<file path="config.mk">
export PLATFORM = sky130hd
export DESIGN_NAME = tsu_event_unit
export DESIGN_NICKNAME = d
export VERILOG_FILES = /design/src/rtl/tsu_pkg.sv /design/src/rtl/tsu_edge_sync.sv /design/src/rtl/tsu_capture.sv /design/src/rtl/tsu_event_ctrl.sv /design/src/rtl/tsu_event_unit.sv
export SDC_FILE = /design/constraint.sdc
export NUM_CORES = 1
export LEC_CHECK = 0
export ABC_CLOCK_PERIOD_IN_PS = 2110
export BUFFER_PORTS_ARGS = -buffer_cell sky130_fd_sc_hd__buf_2
export CAP_MARGIN = 20
export CELL_PAD_IN_SITES_DETAIL_PLACEMENT = 0
export CELL_PAD_IN_SITES_GLOBAL_PLACEMENT = 1
export CORE_ASPECT_RATIO = 0.6
export CORE_MARGIN = 2
export CORE_UTILIZATION = 30
export CTS_CLUSTER_SIZE = 8
export DETAILED_ROUTE_END_ITERATION = 16
export GPL_TIMING_DRIVEN = 0
export PLACE_DENSITY_LB_ADDON = 0.1
export SLEW_MARGIN = 15
export SYNTH_ARGS = -nofsm -noshare
export SYNTH_HDL_FRONTEND = slang
export SYNTH_HIERARCHICAL = 1
export SYNTH_SLANG_ARGS = --single-unit
</file>
<file path="constraint.sdc">
create_clock -name clk_i -period 2.11 [get_ports clk_i]
set_input_delay 0.1055 -clock clk_i [delete_from_list [all_inputs] [get_ports clk_i]]
set_output_delay 0.1055 -clock clk_i [all_outputs]
set_load 0.01 [all_outputs]
</file>
<file path="src/rtl/tsu_pkg.sv">
package tsu_pkg;
    // number of external trigger channels and of event sources
    localparam int unsigned N_EXT    = 2;
    localparam int unsigned N_EVT    = N_EXT + 2;
    // event bit positions (trigger channels occupy 0 .. N_EXT-1)
    localparam int unsigned EV_ALARM = N_EXT;
    localparam int unsigned EV_PPS   = N_EXT + 1;
    // word addresses
    localparam int unsigned ADR_STATUS   = 0;
    localparam int unsigned ADR_MASK     = 1;
    localparam int unsigned ADR_CAP_BASE = 2;
endpackage

</file>
<file path="src/rtl/tsu_edge_sync.sv">
module tsu_edge_sync #(
    parameter int unsigned STAGES = 2
) (
    input  logic clk_i,
    input  logic rst_ni,
    input  logic pin_i,
    output logic rise_o
);
    typedef struct packed {
        logic [STAGES-1:0] chain;
        logic              last;
    } sync_t;

    sync_t s_d, s_q;

    always_comb begin
        s_d       = s_q;
        s_d.chain = {s_q.chain[STAGES-2:0], pin_i};
        s_d.last  = s_q.chain[STAGES-1];
    end

    always_ff @(posedge clk_i or negedge rst_ni) begin
        if (!rst_ni) s_q <= '0;
        else         s_q <= s_d;
    end

    assign rise_o = s_q.chain[STAGES-1] & ~s_q.last;
endmodule

</file>
<file path="src/rtl/tsu_capture.sv">
module tsu_capture #(
    parameter int unsigned DATA_W = 32,
    localparam int unsigned TW    = 2 * DATA_W
) (
    input  logic              clk_i,
    input  logic              rst_ni,
    input  logic              take_i,
    input  logic [TW-1:0]     time_i,
    input  logic              hi_rd_i,
    output logic [TW-1:0]     stamp_o,
    output logic [DATA_W-1:0] lo_o
);
    typedef struct packed {
        logic [TW-1:0]     stamp;
        logic [DATA_W-1:0] shadow;
    } cap_t;

    cap_t c_d, c_q;

    always_comb begin
        c_d = c_q;
        // shadow takes the lower word of the capture that the upper read saw
        if (hi_rd_i) c_d.shadow = c_q.stamp[DATA_W-1:0];
        if (take_i)  c_d.stamp  = time_i;
    end

    always_ff @(posedge clk_i or negedge rst_ni) begin
        if (!rst_ni) c_q <= '0;
        else         c_q <= c_d;
    end

    assign stamp_o = c_q.stamp;
    assign lo_o    = c_q.shadow;
endmodule

</file>
<file path="src/rtl/tsu_event_ctrl.sv">
module tsu_event_ctrl #(
    parameter int unsigned N_EVT = 4
) (
    input  logic             clk_i,
    input  logic             rst_ni,
    input  logic [N_EVT-1:0] set_i,
    input  logic             st_wr_i,
    input  logic             mask_wr_i,
    input  logic [N_EVT-1:0] wdata_i,
    output logic [N_EVT-1:0] status_o,
    output logic [N_EVT-1:0] mask_o,
    output logic             irq_o
);
    typedef struct packed {
        logic [N_EVT-1:0] status;
        logic [N_EVT-1:0] mask;
    } evt_t;

    evt_t e_d, e_q;

    always_comb begin
        e_d = e_q;
        if (st_wr_i)   e_d.status = e_q.status & ~wdata_i;
        // a new event wins over a clear in the same cycle
        e_d.status = e_d.status | set_i;
        if (mask_wr_i) e_d.mask = wdata_i;
    end

    always_ff @(posedge clk_i or negedge rst_ni) begin
        if (!rst_ni) e_q <= '0;
        else         e_q <= e_d;
    end

    assign status_o = e_q.status;
    assign mask_o   = e_q.mask;
    assign irq_o    = |(e_q.status & e_q.mask);
endmodule

</file>
<file path="src/rtl/tsu_event_unit.sv">
module tsu_event_unit
    import tsu_pkg::*;
#(
    parameter int unsigned DATA_W      = 32,
    parameter int unsigned ADDR_W      = 3,
    parameter int unsigned SYNC_STAGES = 2
) (
    input  logic                  clk_i,
    input  logic                  rst_ni,
    input  logic [2*DATA_W-1:0]   time_i,
    input  logic [N_EXT-1:0]      trig_i,
    input  logic                  alarm_stb_i,
    input  logic                  pps_stb_i,
    input  logic                  wr_en_i,
    input  logic [ADDR_W-1:0]     wr_addr_i,
    input  logic [N_EVT-1:0]      wr_data_i,
    input  logic                  rd_en_i,
    input  logic [ADDR_W-1:0]     rd_addr_i,
    output logic [DATA_W-1:0]     rd_data_o,
    output logic                  irq_o
);
    localparam int unsigned TW = 2 * DATA_W;

    logic [N_EXT-1:0]             rise_w;
    logic [N_EXT-1:0][TW-1:0]     stamp_w;
    logic [N_EXT-1:0][DATA_W-1:0] lo_w;
    logic [N_EVT-1:0]             set_w;
    logic [N_EVT-1:0]             status_w;
    logic [N_EVT-1:0]             mask_w;
    logic                         st_wr_w;
    logic                         mask_wr_w;

    assign st_wr_w   = wr_en_i && (wr_addr_i == ADDR_W'(ADR_STATUS));
    assign mask_wr_w = wr_en_i && (wr_addr_i == ADDR_W'(ADR_MASK));

    generate
        for (genvar ch = 0; ch < N_EXT; ch++) begin : g_ch
            logic hi_rd;
            assign hi_rd = rd_en_i && (rd_addr_i == ADDR_W'(ADR_CAP_BASE + 2 * ch));

            tsu_edge_sync #(
                .STAGES (SYNC_STAGES)
            ) i_sync (
                .clk_i  (clk_i),
                .rst_ni (rst_ni),
                .pin_i  (trig_i[ch]),
                .rise_o (rise_w[ch])
            );

            tsu_capture #(
                .DATA_W (DATA_W)
            ) i_cap (
                .clk_i   (clk_i),
                .rst_ni  (rst_ni),
                .take_i  (rise_w[ch]),
                .time_i  (time_i),
                .hi_rd_i (hi_rd),
                .stamp_o (stamp_w[ch]),
                .lo_o    (lo_w[ch])
            );
        end
    endgenerate

    always_comb begin
        set_w                   = '0;
        set_w[N_EXT-1:0]        = rise_w;
        set_w[EV_ALARM]         = alarm_stb_i;
        set_w[EV_PPS]           = pps_stb_i;
    end

    tsu_event_ctrl #(
        .N_EVT (N_EVT)
    ) i_evt (
        .clk_i     (clk_i),
        .rst_ni    (rst_ni),
        .set_i     (set_w),
        .st_wr_i   (st_wr_w),
        .mask_wr_i (mask_wr_w),
        .wdata_i   (wr_data_i),
        .status_o  (status_w),
        .mask_o    (mask_w),
        .irq_o     (irq_o)
    );

    always_comb begin
        rd_data_o = '0;
        if (rd_addr_i == ADDR_W'(ADR_STATUS)) rd_data_o = DATA_W'(status_w);
        if (rd_addr_i == ADDR_W'(ADR_MASK))   rd_data_o = DATA_W'(mask_w);
        for (int ch = 0; ch < N_EXT; ch++) begin
            if (rd_addr_i == ADDR_W'(ADR_CAP_BASE + 2 * ch))
                rd_data_o = stamp_w[ch][TW-1:DATA_W];
            if (rd_addr_i == ADDR_W'(ADR_CAP_BASE + 2 * ch + 1))
                rd_data_o = lo_w[ch];
        end
    end
endmodule

</file>
==> flow_summary.ini <==
[timing]
worstMarginPinSlew_ns = 0.990
relSlewSlack = 0.331
slew_viol_final = 0
rsz0062_at_grt = false
setup_viol = 0
holdWs_ns = 0.0317
fin_crit_sh = 0.883
clock_skew_ns = 0.0169
fmax_ghz = 0.537
hold_violations = 0
fin_crit_ns = 1.86

[worst_hold_path]
hold_start = wr_addr_i[2]
min_to = i_evt/mask_o[2]$_DFFE_PN0P_
hp-class = in2reg
hold_depth = 3

[power]
p_leak_nw = 5.57
clock_power_share = 0.355
p_comb_frac = 0.185
p_switching_w = 0.00279
ir_drop_mv = 0.504
seq_power_share = 0.461
internal-power_w = 0.00842
netSwitchingFraction = 0.249
powerDensity_nw_per_um2 = 930

[floorplanning]
core_area_um2 = 31000
start_util = 0.303
io_pins = 115
dieArea_um2 = 32800
rows = 50
die-width_um = 233
fp.dieH_um = 141

[finish]
num-fill-cells = 2977
seq_area_um2 = 5150
fin_nets = 869
area_delta_synth_final_pct = 28.2
multi_input_area_um2 = 3750
stdcell_count = 1203
drive_gt1_frac = 0.475
final_util = 0.389
n_antenna_cell = 0
final_cell_area_um2 = 12100

[clock_network]
numCtsBuffers = 29
htree_num_levels = 1
cts_tree = built
clock-sinks = 206
post_cts_resized = 0
clk_path_buf_depth = 3
clk_pin_slew_worst_paths_ns = 0.05
clock_latency_ns = 0.54
ctsRootBufferMaster = clkbuf_16

[logic_synthesis]
synth.distinct_cells = 22
synth_nets = 646
yosys-top-cells-area = dfrtp_1 (55%), mux2_4 (20%), mux2_2 (7.7%), mux2i_1 (7.2%), buf_12 (2.8%)
ys_seq_elements = 206
synth_top_area_frac = 0.548
syn_area_um2 = 9410
yosysWarnings = 6
synth_area_leader_cell = dfrtp_1
syn_inst = 564
yosysSeqAreaShare = 0.548
synth_area_per_cell_um2 = 16.7

[setup_path]
crit_type = in2reg
worst-path-max-fanout = 3
worstRegToRegCells = 4
start_kind = input pin
r2r_slack_ns = 0.74
cp.required_ns = 2.52
reg2reg_from = g_ch[1].i_sync/s_q[0]$_DFF_PN0_
critPathCaptureType = flop
r2r-end = g_ch[1].i_cap/stamp_o[52]$_DFFE_PN0P_
cp.arrival_ns = 2.28

[routing]
routed_via_density = 4.50
dr.pass1.iters = 4
wl_per_cell_um = 19.9
drt-initial-drc-count = 282
drcViolationCount = 0
vias = 5415
wl_um = 23900
antenna_left = 0

[placement]
dpl_cell_area_um2 = 10600
gp_congestion = 0.730
port_buffers = 113
placed_cells = 1095
dp_hpwl_um = 15700

[global_route]
grt_pass1_wl_um = 37500
antenna_found_initial = 0
grt-ovfl-total = 0
track_usage = 0.151
grt_pass1_vias = 6111
grt_max_degree = 90

[run]
drv_cap = 0

[outcome]
status = finished, final reports clean
metal layers:
layer | up-vias | track usage | share of wire
met5 | - | 0 | 0
met4 | 0 | 0.0312 | 0.017
met3 | 30 | 0.0303 | 0.040
met2 | 102 | 0.227 | 0.44
met1 | 2804 | 0.224 | 0.51
li1 | 2479 | - | -
synth_stat cells:
| cell | n |
|---|---|
| buf_12 | 13 |
| nor2_1 | 3 |
| a21o_1 | 4 |
| mux2_4 | 128 |
| mux2_1 | 4 |
| nor4b_1 | 1 |
| dfrtp_1 | 206 |
| o21a_1 | 4 |
| mux2i_1 | 68 |
| nor4bb_1 | 1 |
| mux2_2 | 64 |
| nor2b_4 | 2 |
| buf_2 | 5 |
| nand2b_1 | 3 |
| buf_6 | 13 |
| clkbuf_1 | 1 |
| nand2_1 | 5 |
| a221oi_1 | 4 |
| o22ai_1 | 28 |
| buf_8 | 4 |
| buf_4 | 1 |
| a22oi_1 | 2 |
critical path: stages:
cell	delay (ns)
dlygate4sd3_1	0.53
buf_2	0.13
nor4b_1	0.61
dlygate4sd3_1	0.67
nand2_1	0.07
a21o_1	0.16
power by group through the flow:
stage	logic [W]	clock network [W]	registers (W)
global route	0.00225	0.00435	0.00526
finish	0.00207	0.00398	0.00517
detailed placement	0.00199	0	0.00522
global placement	0.00192	0	0.00519
floorplan	0.00147	0	0.00505
CTS	0.00211	0.00413	0.00517
cells by family after synthesis:
logic type             Yosys count  share of synthesized area
AND/OR/NAND/NOR                 15                     0.0101
flip-flops                     206                      0.548
buffers and inverters           37                     0.0535
AO/OA/AOI/OAI                   42                     0.0303
multiplexers                   264                      0.358
flip-flops by register name, indices dropped and copies added (netlist names):
name	count
i_evt/status_o	4
g_ch.i_cap/lo_o	64
g_ch.i_sync/s_q	2
g_ch.i_sync/s_d	4
i_evt/mask_o	4
g_ch.i_cap/stamp_o	128
worst max path at each step:
stage	startpoint	to
after floorplan	rd_addr_i[0]	g_ch[1].i_cap/lo_o[10]$_DFFE_PN0P_
after global placement	rst_ni	g_ch[0].i_cap/stamp_o[16]$_DFFE_PN0P_
after detailed placement	rd_addr_i[2]	g_ch[1].i_cap/lo_o[5]$_DFFE_PN0P_
after CTS	wr_addr_i[0]	i_evt/status_o[0]$_DFF_PN0_
after global routing	wr_addr_i[0]	i_evt/status_o[0]$_DFF_PN0_
final	wr_addr_i[0]	i_evt/status_o[1]$_DFF_PN0_
metrics by stage:
| stage | TNS, ns | total power (W) | setup slack [ns] |
|---|---|---|---|
| final | 0 | 0.0112 | 0.246 |
| after global routing | 0 | 0.0119 | 0.126 |
| after CTS | 0 | 0.0114 | 0.218 |
| after detailed placement | 0 | 0.00721 | 0.279 |
| after global placement | -522.19 | 0.00711 | -2.56 |
| after floorplan | 0 | 0.00652 | 0.775 |
cell type report:
class                           instances  share of cell area
Tap cell                              416              0.0432
Clock buffer                           31              0.0608
Timing Repair Buffer                  192               0.116
Sequential cell                       206               0.427
Multi-Input combinational cell        321               0.311
Buffer                                 37              0.0417
timing repair:
action,CTS,global route
hold buffers,77,0
setup buffers,0,0
endpoints found under the hold margin,344,0
layout by cell type, fill, tap and decap left out:
cell	count
mux2_1	4
mux2_4	128
clkbuf_1	3
buf_6	13
nor2_1	3
a21o_1	4
nor4bb_1	1
buf_12	13
a221oi_1	4
mux2_2	64
clkbuf_16	29
o22ai_1	28
nor2b_4	2
nor4b_1	1
a22oi_1	2
nand2_1	5
nand2b_1	3
buf_8	5
o21a_1	4
dlygate4sd3_1	77
dfrtp_1	206
buf_16	2
buf_2	117
buf_4	1
mux2i_1	68
Note: power is estimated with default switching activity, not from simulation.
